### src/rtl/bseq_pkg.sv
package bseq_pkg;

  localparam int OFF_W = 2;

  typedef logic [OFF_W-1:0] offset_t;

  typedef struct packed {
    logic    load;
    logic    step;
    offset_t beat;
    logic    ilv;
  } strobe_t;

  function automatic offset_t burstOffset(offset_t baseLow, offset_t beat, logic ilv);
    offset_t sum;
    sum = offset_t'(baseLow + beat);
    return ilv ? (baseLow ^ beat) : sum;
  endfunction

endpackage

### src/rtl/bseq_ctrl.sv
module bseq_ctrl
  import bseq_pkg::*;
(
  input  logic    clk,
  input  logic    rstN,
  input  logic    clkEn,
  input  logic    cmdValid,
  input  logic    advance,
  input  logic    seqMode,
  output strobe_t strb
);

  offset_t beatQ;
  logic    ilvQ;
  logic    fire;

  assign fire = clkEn & cmdValid;

  always_comb begin
    strb.load = fire & ~advance;
    strb.step = fire & advance;
    strb.beat = strb.load ? '0 : offset_t'(beatQ + 1'b1);
    strb.ilv  = strb.load ? seqMode : ilvQ;
  end

  always_ff @(posedge clk) begin
    if (!rstN) begin
      beatQ <= '0;
      ilvQ  <= 1'b1;
    end else if (strb.load || strb.step) begin
      beatQ <= strb.beat;
      ilvQ  <= strb.ilv;
    end
  end

endmodule

### src/rtl/bseq_path.sv
module bseq_path
  import bseq_pkg::*;
#(
  parameter int ADDR_W = 20
) (
  input  logic              clk,
  input  logic              rstN,
  input  strobe_t           strb,
  input  logic [ADDR_W-1:0] extAddr,
  output logic [ADDR_W-1:0] curAddr
);

  localparam int UP_W = ADDR_W - OFF_W;

  logic [ADDR_W-1:0] baseQ;
  logic [ADDR_W-1:0] curQ;
  logic [UP_W-1:0]   upperBits;
  offset_t           nextLow;

  assign upperBits = baseQ[ADDR_W-1:OFF_W];
  assign nextLow   = burstOffset(baseQ[OFF_W-1:0], strb.beat, strb.ilv);

  always_ff @(posedge clk) begin
    if (!rstN) begin
      baseQ <= '0;
      curQ  <= '0;
    end else if (strb.load) begin
      baseQ <= extAddr;
      curQ  <= extAddr;
    end else if (strb.step) begin
      curQ  <= {upperBits, nextLow};
    end
  end

  assign curAddr = curQ;

endmodule

### src/rtl/bseq_top.sv
module bseq_top
  import bseq_pkg::*;
#(
  parameter int ADDR_W = 20
) (
  input  logic              clk,
  input  logic              rstN,
  input  logic              clkEn,
  input  logic              cmdValid,
  input  logic              advance,
  input  logic [ADDR_W-1:0] extAddr,
  input  logic              seqMode,
  output logic [ADDR_W-1:0] curAddr
);

  strobe_t strb;

  bseq_ctrl u_ctrl (
    .clk      (clk),
    .rstN     (rstN),
    .clkEn    (clkEn),
    .cmdValid (cmdValid),
    .advance  (advance),
    .seqMode  (seqMode),
    .strb     (strb)
  );

  bseq_path #(.ADDR_W(ADDR_W)) u_path (
    .clk     (clk),
    .rstN    (rstN),
    .strb    (strb),
    .extAddr (extAddr),
    .curAddr (curAddr)
  );

endmodule

### config.mk
export PLATFORM = sky130hd
export DESIGN_NAME = bseq_top
export DESIGN_NICKNAME = d
export VERILOG_FILES = /design/src/rtl/bseq_pkg.sv /design/src/rtl/bseq_ctrl.sv /design/src/rtl/bseq_path.sv /design/src/rtl/bseq_top.sv
export SDC_FILE = /design/constraint.sdc
export NUM_CORES = 1
export LEC_CHECK = 0
export ABC_AREA = 0
export BUFFER_PORTS_ARGS = -buffer_cell sky130_fd_sc_hd__buf_2
export CAP_MARGIN = 30
export CORE_MARGIN = 1
export CORE_UTILIZATION = 40
export CTS_BUF_LIST = sky130_fd_sc_hd__clkbuf_8
export DETAILED_ROUTE_END_ITERATION = 10
export PLACE_DENSITY_LB_ADDON = 0.3
export REMOVE_ABC_BUFFERS = 1
export SYNTH_ARGS = -nofsm -noshare
export SYNTH_HDL_FRONTEND = slang
export SYNTH_SLANG_ARGS = --single-unit
### constraint.sdc
create_clock -name clk -period 2.8 [get_ports clk]
set_input_delay 0.14 -clock clk [delete_from_list [all_inputs] [get_ports clk]]
set_output_delay 0.14 -clock clk [all_outputs]
set_load 0.01 [all_outputs]
==> results.tsv <==
stage	metric	value	unit
worst_setup_path	CP arrival	1.66	ns
final_layout	share of layout cells above drive strength 1	0.243	
sta	Final Skew	0.00238	ns
synthesis	Yosys warnings	0	
route	residual DRC count	0	
synthesis	Cells after Synth	200	
placed_design	I/O Buffers	45	
placed_design	DP HPWL	2.31	mm
final_layout	Area growth, synth to finish	16.5	%
sta	Tcrit/Tclk final	0.511	
cts	Num CTS Buffers	5	
sta	RSZ-0062 raised after global routing	false	
sta	Slew headroom	0.387	
route	drt first pass iters	6	
route	wire per inst	12.8	um
sta	Final Hold Fails	0	
die	Core Area	4440	um^2
die	I/O pin count	46	
route	Iteration-0 DRC Markers	74	
final_layout	commonest non-fill, non-tap cell in the layout	nand2_1	
final_layout	Nets	265	
cts	CTS tree	yes	
final_layout	diode count	0	
worst_setup_path	Req. time, crit path	3.03	ns
die	Die Height	70.8	um
worst_setup_path	critical path endpoint category	flip-flop	
die	row count	24	
power_and_ir_drop	worst vdd ir	0.225	mV
global_routing	vias in the first global route	1350	
final_layout	commonest non-fill, non-tap cells in the layout	nand2_1, buf_2, dfxtp_1, mux2i_1	
cts	clock slew at reported path FFs	0.08	ns
worst_setup_path	reg-to-reg startpoint	u_ctrl.beatQ[0]	
global_routing	largest net degree at the start of global routing	46	
synthesis	Synth Register Bits	43	
worst_setup_path	crit path launch	advance	
run	# Max-Cap Violations	0	
cts	CTS Buffer Depth	2	
sta	Max Fclk	0.698	GHz
die	die area	5010	um^2
route	routed wire length	3.72	mm
sta	Final setup viols	0	
sta	worst-margin pin slew	0.919	ns
outcome	status	complete, no violations	
worst_setup_path	Critical Path End	u_path.curAddr[1]	
cts	post_cts resized	0	
worst_setup_path	CP max FO	22	
synthesis	Mapped Area	1890	um^2
worst_setup_path	reg2reg setup slack	1.40	ns
route	post-route ant nets	0	
cts	H-tree depth	2	
worst_setup_path	Reg2Reg Depth	5	
hold_path	worst hold path type	in -> reg	
die	Initial Utilization	0.426	
sta	final slew viol count	0	
sta	post-layout min period	1.43	ns
die	die width	70.8	um
worst_setup_path	Startpoint Class	primary input	
cts	worst skew pair latency	0.29	ns
power_and_ir_drop	leak pwr	1.16	nW
cts	Post-CTS Hold Fix Bufs	0	
worst_setup_path	reg-to-reg critical path endpoint	u_path.curAddr[1]	
sta	WHS	0.0538	ns
synthesis	Seq/Total Area, Yosys	0.455	
synthesis	Yosys cell types	24	
final_layout	# fillers	455	
global_routing	grt ovf	0	
global_routing	first-pass GRT wire length	6.23	mm
global_routing	GRT Total Usage	0.163	
synthesis	Mean Syn Cell Area	9.47	um^2
global_routing	initial antenna violation count	0	
hold_path	hold path cells	3	
cts	clock root buffer	clkbuf_8	
power_and_ir_drop	Power Dens Cells	560	nW/um^2
cts	Setup Fix Bufs, Post-CTS	0	
route	vias per inst	5.03	
worst_setup_path	Worst Setup Path Type	in -> reg	
route	vias after detailed routing	1464	
placed_design	gpl congestion	0.754	
sta	Setup TNS	0	ns
cts	clock sinks	43	
[report_power, final]
part	leakage [nW]	switching [W]	internal, W
Clock	0.0557	0.000210	0.000222
Combinational	0.751	0.0000796	0.0000705
Sequential	0.352	0.0000139	0.000640
Total	1.16	0.000303	0.000932
[Yosys cell counts]
cell type / instances / area share
a21boi_0: 2 / 0.0079
a21boi_1: 19 / 0.075
and2_1: 2 / 0.0066
and3b_2: 1 / 0.0053
buf_2: 6 / 0.016
buf_4: 4 / 0.016
buf_6: 2 / 0.012
clkbuf_1: 5 / 0.0099
dfxtp_1: 43 / 0.45
ha_1: 1 / 0.0066
mux2i_1: 20 / 0.11
nand2_1: 62 / 0.12
nand3_1: 3 / 0.0079
nand3_2: 1 / 0.0053
nand3b_1: 1 / 0.0040
nand4b_1: 1 / 0.0046
nor2_1: 1 / 0.0020
nor2b_1: 2 / 0.0066
o211a_1: 19 / 0.10
o211ai_2: 1 / 0.0066
o21ai_0: 1 / 0.0026
or3b_1: 1 / 0.0046
xnor3_1: 1 / 0.012
xor2_1: 1 / 0.0046
[through the flow]
stage	std cells	power, W	cell area, um^2	utilization	worst slack (ns)
2_1_floorplan	183	0.000747	1790	-	1.33
3_3_place_gp	283	0.000819	2100	0.474	1.07
3_5_place_dp	283	0.000821	2100	0.474	1.04
4_1_cts	291	0.00125	2200	0.496	1.35
5_1_grt	291	0.00130	2200	0.496	1.21
6_report	291	0.00124	2200	0.496	1.37
[routing by layer]
layer / GRT usage / share of wire / vias up
li1: - / - / 755
met2: 0.238 / 0.43 / 29
met4: 0.0800 / 0.014 / 0
met5: 0 / 0 / -
met1: 0.215 / 0.51 / 676
met3: 0.0570 / 0.041 / 4
[layout make-up]
cell class | instances | area [um^2] | area share
multi-input cells | 140 | 931 | 0.422
flip-flops and latches | 43 | 861 | 0.390
repair buffers | 48 | 248 | 0.112
clock buffers | 7 | 96.3 | 0.0437
well taps | 52 | 65.1 | 0.0295
clock inverters | 1 | 3.75 | 0.00170
[flip-flops by register name, indices dropped and copies added (netlist names)]
name	cells
u_path.curAddr	20
u_ctrl.beatQ	2
u_path.baseQ	20
u_ctrl.ilvQ	1
[worst max-delay path, stage by stage]
cell and delay, ns:
buf_2 0.10, and3b_2 0.50, nor2_1 0.09, ha_1 0.20, nor2b_1 0.14, xnor3_1 0.33
o211ai_2 0.15
[how the worst min path moves through the flow]
stage / to / startpoint
2_1_floorplan: u_ctrl.ilvQ / rstN
3_3_place_gp: u_ctrl.ilvQ / seqMode
3_5_place_dp: u_ctrl.ilvQ / seqMode
4_1_cts: u_ctrl.ilvQ / seqMode
5_1_grt: u_ctrl.ilvQ / seqMode
6_report: u_ctrl.ilvQ / seqMode
[kinds of logic (layout without fill, tap and decap cells)]
family / Yosys count / after routing / share of synthesized area
simple gates: 75 / 75 / 0.170
flops: 43 / 43 / 0.455
compound gates: 42 / 42 / 0.193
mux: 20 / 20 / 0.106
buf+inv: 17 / 56 / 0.0535
xor+xnor: 2 / 2 / 0.0165
fa+ha+maj: 1 / 1 / 0.00661
No activity file was read; power rests on OpenSTA's default activity.
